## src/rtl/pps_pkg.sv

```systemverilog
package pps_pkg;
  typedef enum logic [1:0] {
    FMT_PLANAR16  = 2'd0,
    FMT_LINEAR    = 2'd1,
    FMT_UNCHAINED = 2'd2,
    FMT_SPARE     = 2'd3
  } fmt_e;
endpackage

```

## src/rtl/pps_pixel_pick.sv

```systemverilog
module pps_pixel_pick
  import pps_pkg::*;
#(
  parameter int PLANES = 4,
  parameter int BYTE_W = 8,
  parameter int POS_W  = 3
) (
  input  logic [PLANES*BYTE_W-1:0] word,
  input  fmt_e                     fmt,
  input  logic [POS_W-1:0]         pos,
  output logic [BYTE_W-1:0]        pixel
);
  localparam int PSEL_W = (PLANES > 1) ? $clog2(PLANES) : 1;

  logic [BYTE_W-1:0] pbyte [PLANES];
  logic [PLANES-1:0] planar;
  logic [POS_W-1:0]  bsel;
  logic [PSEL_W-1:0] psel;

  assign bsel = POS_W'(BYTE_W - 1) - pos;
  assign psel = pos[PSEL_W-1:0];

  for (genvar n = 0; n < PLANES; n++) begin : g_plane
    assign pbyte[n]  = word[n*BYTE_W +: BYTE_W];
    assign planar[n] = pbyte[n][bsel];
  end

  always_comb begin
    case (fmt)
      FMT_PLANAR16:  pixel = BYTE_W'(planar);
      FMT_UNCHAINED: pixel = pbyte[psel];
      default:       pixel = pbyte[0];
    endcase
  end
endmodule

```

## src/rtl/pps_word_buffer.sv

```systemverilog
module pps_word_buffer
  import pps_pkg::*;
#(
  parameter int PLANES = 4,
  parameter int BYTE_W = 8,
  parameter int POS_W  = 3,
  parameter int CNT_W  = 4
) (
  input  logic                     clk,
  input  logic                     rst,
  input  logic                     fetch_valid,
  input  logic [PLANES*BYTE_W-1:0] fetch_data,
  input  fmt_e                     fmt_in,
  input  logic                     adv,
  output logic [PLANES*BYTE_W-1:0] word_q,
  output fmt_e                     fmt_q,
  output logic [POS_W-1:0]         pos_q,
  output logic                     has,
  output logic                     req_next
);
  localparam int MAXPIX = (BYTE_W > PLANES) ? BYTE_W : PLANES;

  logic [CNT_W-1:0] left_q, left_d, load_cnt;
  logic             take, load;

  always_comb begin
    case (fmt_in)
      FMT_PLANAR16:  load_cnt = CNT_W'(BYTE_W);
      FMT_UNCHAINED: load_cnt = CNT_W'(PLANES);
      default:       load_cnt = CNT_W'(1);
    endcase
  end

  assign has  = (left_q != '0);
  assign take = adv && has;
  assign load = fetch_valid && (!has || (take && left_q == CNT_W'(1)));

  always_comb begin
    if (load)      left_d = load_cnt;
    else if (take) left_d = left_q - CNT_W'(1);
    else           left_d = left_q;
  end

  assign req_next = (left_d <= CNT_W'(1));

  always_ff @(posedge clk) begin
    if (rst) begin
      left_q <= '0;
      pos_q  <= '0;
      word_q <= '0;
      fmt_q  <= FMT_PLANAR16;
    end else begin
      left_q <= left_d;
      if (load) begin
        pos_q  <= '0;
        word_q <= fetch_data;
        fmt_q  <= fmt_in;
      end else if (take) begin
        pos_q <= pos_q + POS_W'(1);
      end
    end
  end

  // a word offered while more than one pixel remains is not stored
  a_r7_busy_ignores: assert property (@(posedge clk) disable iff (rst)
    (left_q > CNT_W'(1) && fetch_valid) |=> $stable(word_q));
  // format stays put while the held word is not yet finished
  a_r11_fmt_held: assert property (@(posedge clk) disable iff (rst)
    (left_q > CNT_W'(1)) |=> $stable(fmt_q));
  // pixel count never exceeds one full word
  a_r6_count_bound: assert property (@(posedge clk) disable iff (rst)
    left_q <= CNT_W'(MAXPIX));
endmodule

```

## src/rtl/planar_pixel_serializer.sv

```systemverilog
module planar_pixel_serializer
  import pps_pkg::*;
#(
  parameter int PLANES = 4,
  parameter int BYTE_W = 8
) (
  input  logic                     clk,
  input  logic                     rst,
  input  logic [1:0]               mode,
  input  logic                     fetch_valid,
  input  logic [PLANES*BYTE_W-1:0] fetch_data,
  output logic                     fetch_req,
  input  logic                     pix_en,
  input  logic                     blank,
  output logic [BYTE_W-1:0]        pix_index
);
  localparam int MAXPIX = (BYTE_W > PLANES) ? BYTE_W : PLANES;
  localparam int POS_W  = (MAXPIX > 1) ? $clog2(MAXPIX) : 1;
  localparam int CNT_W  = $clog2(MAXPIX + 1);

  logic [PLANES*BYTE_W-1:0] word_q;
  fmt_e                     fmt_q;
  logic [POS_W-1:0]         pos_q;
  logic                     has, req_next, adv;
  logic [BYTE_W-1:0]        pixel;

  assign adv = pix_en && !blank;

  pps_word_buffer #(
    .PLANES(PLANES), .BYTE_W(BYTE_W), .POS_W(POS_W), .CNT_W(CNT_W)
  ) u_buf (
    .clk(clk), .rst(rst),
    .fetch_valid(fetch_valid), .fetch_data(fetch_data),
    .fmt_in(fmt_e'(mode)), .adv(adv),
    .word_q(word_q), .fmt_q(fmt_q), .pos_q(pos_q),
    .has(has), .req_next(req_next)
  );

  pps_pixel_pick #(
    .PLANES(PLANES), .BYTE_W(BYTE_W), .POS_W(POS_W)
  ) u_pick (
    .word(word_q), .fmt(fmt_q), .pos(pos_q), .pixel(pixel)
  );

  always_ff @(posedge clk) begin
    if (rst) begin
      pix_index <= '0;
      fetch_req <= 1'b1;
    end else begin
      fetch_req <= req_next;
      if (blank)       pix_index <= '0;
      else if (pix_en) pix_index <= has ? pixel : '0;
    end
  end

  // blanking clears the index
  a_r8_blank_zero: assert property (@(posedge clk) disable iff (rst)
    blank |=> (pix_index == '0));
  // no enable, no change
  a_r9_hold: assert property (@(posedge clk) disable iff (rst)
    (!pix_en && !blank) |=> $stable(pix_index));
  // empty buffer yields index zero
  a_r10_underrun: assert property (@(posedge clk) disable iff (rst)
    (pix_en && !blank && !has) |=> (pix_index == '0));
  // an empty buffer is always being requested
  a_r6_req_when_empty: assert property (@(posedge clk) disable iff (rst)
    !has |-> fetch_req);
  // planar pixels use only the low plane-count bits
  a_r2_planar_high_zero: assert property (@(posedge clk) disable iff (rst)
    (adv && has && fmt_q == FMT_PLANAR16) |=> (pix_index[BYTE_W-1:PLANES] == '0));
endmodule

```

## config.mk

```make
export PLATFORM = sky130hd
export DESIGN_NAME = planar_pixel_serializer
export DESIGN_NICKNAME = d
export VERILOG_FILES = /design/src/rtl/pps_pkg.sv /design/src/rtl/pps_pixel_pick.sv /design/src/rtl/pps_word_buffer.sv /design/src/rtl/planar_pixel_serializer.sv
export SDC_FILE = /design/constraint.sdc
export NUM_CORES = 1
export LEC_CHECK = 0
export BUFFER_PORTS_ARGS = -buffer_cell sky130_fd_sc_hd__buf_2
export CORE_AREA = 2 2 72 74
export DETAILED_ROUTE_END_ITERATION = 10
export DIE_AREA = 0 0 74 76
export PLACE_DENSITY = 0.78
export SLEW_MARGIN = 20
export SYNTH_ARGS = -nofsm -noshare
export SYNTH_HDL_FRONTEND = slang
export SYNTH_SLANG_ARGS = --single-unit
```

## constraint.sdc

```tcl
create_clock -name clk -period 2.1 [get_ports clk]
set_input_delay 0.63 -clock clk [delete_from_list [all_inputs] [get_ports clk]]
set_output_delay 0.63 -clock clk [all_outputs]
set_load 0.005 [all_outputs]
```

After elaboration in Yosys (flattened, before gate mapping)
Index checks and enable logic that the tools add are counted.
{ "totals": {"ff_bits": 50, "word_cells": 44} }
{ "classes": {"muxes": 16, "reduce_logical": 12, "n_eq_ne": 3, "bitwise": 1, "n_addsub": 3, "order_cmp": 3} }
{ "ops": {"columns": ["cell", "n"], "rows": [
  ["$mux W8", 3],
  ["$bmux W8 S2", 1],
  ["$pmux W8 S2", 1],
  ["$bmux W1 S3", 4],
  ["$mux W4", 2],
  ["$pmux W4 S2", 1],
  ["$eq A2 B2 Y1 const B", 2],
  ["$eq A4 B1 Y1 const B", 1],
  ["$le A4 B1 Y1 const B", 1],
  ["$logic_and A1 B1 Y1", 4],
  ["$logic_not A2 Y1", 2],
  ["$lt A3 B4 Y1 const B", 1],
  ["$mux W1", 4],
  ["$reduce_bool A4 Y1", 1],
  ["$reduce_or A2 Y1", 2],
  ["$sub A4 B1 Y4 const B", 1],
  ["$add A3 B1 Y3 const B", 1],
  ["$ge A3 B3 Y1 const B", 1],
  ["$not A2 Y3", 1],
  ["$sub A3 B3 Y3 const A", 1],
  ["$logic_not A1 Y1", 2],
  ["$logic_or A1 B1 Y1", 1]
]} }

Depth between registers and ports, before layout
{ "depth": {"ltp_word": 8, "depth_mapped": 8, "depth_no_buf": 6} }

By module
From an unflattened synthesis, not the netlist that was laid out.
{ "unflattened": {"cells_unflattened": 319, "hier_area_um2": 2716.4} }
{ "by_module_without_submodules": {"columns": ["mod", "instances", "area_each_um2", "cells_per_inst"], "rows": [
  ["pps_word_buffer", 1, 1602.8, 194],
  ["pps_pixel_pick", 1, 674.4, 86],
  ["planar_pixel_serializer", 1, 439.2, 39]
]} }

Least setup slack after synthesis
Ideal clock, no wire load.
{ "synth_timing": {"path_kind": "input to register", "start": "in blank", "end": "reg u_buf.left_q[3]", "setup_slack_ns": 0.257, "stages": 4, "required_time_ns": 2.027, "n_path_buf": 0, "arrival_time_ns": 1.771, "cell_sequence": "or4b_1 or4_1 nand4_1 nor3b_2"} }
{ "synth_via": {"elab_chain_cells": 7, "elab_cells_between_ends": 8, "cone_classes": "2 x mux; 6 x reduce/logical"} }
{ "synth_lines": {"columns": ["element", "line", "source"], "rows": [
  ["start: declaration", "planar_pixel_serializer.sv:14", "input logic blank,"],
  ["$logic_not A1 Y1 *", "planar_pixel_serializer.sv:27", "assign adv = pix_en && !blank;"],
  ["$logic_and A1 B1 Y1 *", "planar_pixel_serializer.sv:27", null],
  ["$logic_and A1 B1 Y1 *", "pps_word_buffer.sv:35", "assign take = adv && has;"],
  ["$logic_and A1 B1 Y1", "pps_word_buffer.sv:36", "assign load = fetch_valid && (!has || (take && left_q == CNT_W'(1)));"],
  ["$logic_or A1 B1 Y1", "pps_word_buffer.sv:36", null],
  ["$logic_and A1 B1 Y1", "pps_word_buffer.sv:36", null],
  ["$mux W4 *", "pps_word_buffer.sv:39", "if (load) left_d = load_cnt;"],
  ["end signal: assignment", "pps_word_buffer.sv:53", "left_q <= left_d;"],
  ["end: declaration", "pps_word_buffer.sv:23", "logic [CNT_W-1:0] left_q, left_d, load_cnt;"]
]} }
Mark *: on every way between the ends. The rest lies on a longest branch, timed or not.
A chain may end at the register's enable or synchronous reset.

Worst setup path in the final report
{ "layout_timing": {"start": "reg u_buf.left_q[0]", "end": "reg u_buf.left_q[1]"} }
{ "layout_via": {"elab_chain_cells": 6, "elab_cells_between_ends": 10, "cone_classes": "1 x add/sub; 1 x eq/ne; 2 x mux; 6 x reduce/logical"} }
{ "layout_lines": {"columns": ["element", "line"], "rows": [
  ["parallel branches: the longest is 5 deep, another holds $sub A4 B1 Y4", null],
  ["$mux W4 *", "pps_word_buffer.sv:39"]
]} }
Every way passes the cells marked *.

==> summary.txt <==
STA
  – Min setup slack post-route: between 150 and 200 ps
  – RSZ-0062 raised after global routing: false
  – Setup violators final: 0
  – Fmax: between 500 and 600 MHz
  – Final hold vios: 0
  – Final Max Tran Viols: 0
  – Max transition margin: 63.8%
  – Period Utilization, post-route: around 90%
  – Post-layout minimum cycle time: roughly 1900 ps
  – Sum Neg Setup Slack: 0 ps
  – Clk_skew: about 9.8 ps
  – Tightest Pin Transition: approximately 540 ps

Critical path
  – Worst setup SP type: flop
  – Crit end category: flop
  – R2R cell count: 6
  – Worst EP arrival: ~2200 ps
  – Data required time of the critical path: 2340 ps
  – Critical path type: reg -> reg
  – Worst-path maximum fanout: 7

CTS
  – Hold buffers post-CTS: 0
  – Post-cts resize count: 0
  – CTS sink count: 50
  – CTS tree: built
  – CTS max path bufs: 2
  – Num CTS Buffers: 5
  – Clock root buffer: clkbuf_8
  – Setup Buffers After CTS: 0
  – Clock Latency Late Sink: roughly 300 ps
  – Clk pin slew, worst setup/hold paths: 90 ps
  – H-tree depth: 2

Global routing
  – Initial antenna violation count: 0
  – GR Overflow Total: 0
  – All-Layer GR Usage: 21.6%
  – Largest net degree at the start of global routing: 39
  – First-pass GRT wire length: about 10000 microns
  – Vias in the first global route: between 2,000 and 2,500

Synthesis
  – Most used DFF post-synth: dfxtp_1
  – Post-synth ARST share: 0%
  – Top cell type's share of synthesized area: approximately two fifths
  – Area leader, netlist: dfxtp_1
  – Post-synthesis sequential area ratio: ~38%
  – Synth top cells by count: nand2_1 (72), dfxtp_1 (50), a21oi_1 (38)
  – Syn avg cell area: 8.62 sq um
  – Cell count after synthesis: a little over 300
  – Flops & latches, synth: 50
  – Most frequent cell after synthesis: nand2_1
  – Post-synth EDFFs: 0
  – YS warnings: 0
  – Synth area leaders: dfxtp_1 (38%), nand2_1 (10%), mux4_2 (7.8%)
  – Post-synth cell types: 50
  – Cell area after synthesis: between 0.002 and 0.003 sq mm
  – Mapped Nets: 344

Layout
  – Final net count: ~390
  – Area Overhead vs Synth: 15.8%
  – Finished Layout Cells: roughly 410
  – Share of layout cells above drive strength 1: between 20% and 30%
  – Antenna diodes: 0
  – Layout fillers: between 400 and 500

Floorplan
  – Initial Utilization: a little over half
  – Core area: around 0.005 sq mm
  – Die Y: about 76 microns
  – Row cnt: 26
  – Chip width: about 74 microns
  – I/O Pins: 48
  – Die ar.: approximately 0.0056 sq mm

Placement
  – Post-DP HPWL: about 4300 microns
  – Setup WS pre-CTS: around 53 ps
  – Buffers on Ports: 47
  – Placed cell count: 406
  – RePlAce Congestion: approximately 0.85

Drt
  – Post-route ant nets: 0
  – WL final: a little under 6000 microns
  – DRC viols: 0
  – Vias: 2,325
  – Vias per cell: about 5.6
  – Pre-antenna DRT Iters: 4
  – Drt wl/cell: around 14 microns
  – Iteration-0 DRC Markers: 125

Job
  – Max-cap violations: 0

Status
  – Status: completed

Pwr
  – Cell leakage power: 1.16 nW
  – Peak supply drop: ~0.39 mV
  – Pwr/cell area: ~880 mW/mm^2

Worst hold path
  – HP Class: reg -> reg
  – Hold Crit Depth: 2
## placed cells by master (no fill, tap or decap), types with 6 or more instances in the layout
master	netlist	layout
o21ai_0	7	7
buf_4	3	8
mux4_2	9	9
nor2b_1	8	8
a21oi_1	38	38
dfxtp_1	50	50
buf_2	11	47
inv_1	6	6
nand2_1	72	72
nor2_1	6	6
mux2i_1	7	7
## where the power goes
group          internal [mW]  switching [mW]  total, mW  leakage (nW)
sequential              1.08           0.139       1.22         0.408
combinational          0.352           0.412      0.764         0.699
clock                  0.357           0.309      0.666        0.0524
## state kept, by name, indices dropped and copies added, names as in the netlist
| name | cells |
|---|---|
| u_buf.left_q | 4 |
| u_buf.pos_q | 3 |
| u_buf.fmt_q | 2 |
| u_buf.word_q | 32 |
| pix_index | 8 |
| fetch_req | 1 |
## final cells by class
type                            count  area (sq um)  share of cell area [%]
Clock buffer                        7          76.3                    2.53
Clock inverter                      1          30.0                   0.996
Inverter                            6          22.5                   0.747
Multi-Input combinational cell    223          1460                    48.5
Sequential cell                    50          1000                    33.2
Tap cell                           70          87.6                    2.91
Timing Repair Buffer               57           335                    11.1
## layer usage
metal  track usage (%)  up-vias  wire [microns]
li1                  -     1156               -
met1              28.3     1091            2690
met2              35.0       67            2760
met3              4.37       11             300
met4              7.64        0              98
met5                 0        -               0
## worst paths after layout
kind,start,end,slack (ps)
max,u_buf.left_q[0]$_SDFF_PP0_,u_buf.left_q[1]$_SDFF_PP0_,160
min,u_buf.word_q[10]$_SDFFE_PP0P_,u_buf.word_q[10]$_SDFFE_PP0P_,470
max reg2reg,u_buf.left_q[0]$_SDFF_PP0_,u_buf.left_q[1]$_SDFF_PP0_,160
min reg2reg,u_buf.word_q[10]$_SDFFE_PP0P_,u_buf.word_q[10]$_SDFFE_PP0P_,470
## logic make-up after synthesis
group                      share of synthesized area (%)
AOI/OAI and AO/OA                                   18.7
xor gates and xnor gates                            1.01
adders and majority gates                           1.44
buffers and inverters                               5.43
DFF                                                 38.4
muxes                                               12.6
and+or+nand+nor                                     22.3
## worst max-delay path, stage by stage (launching register included)
cell and delay (ps):
dfxtp_1 350, inv_1 70, ha_1 270, or3b_1 460, and3b_1 280, mux2i_1 260, nor3b_2 200
## stage by stage
| stage | area [sq um] | total power, mW | hold slack, ps | util (%) |
|---|---|---|---|---|
| 6_report | 3010 | 2.65 | 474 | 61.4 |
| 4_1_cts | 3010 | 2.67 | 478 | 61.4 |
| 3_5_place_dp | 2910 | 2.01 | 465 | 59.2 |
| 5_1_grt | 3010 | 2.81 | 506 | 61.4 |
| 2_1_floorplan | 2600 | 1.78 | 442 | - |
| 3_3_place_gp | 2910 | 1.98 | 456 | 59.2 |
Power figures use the tool's default switching activity.
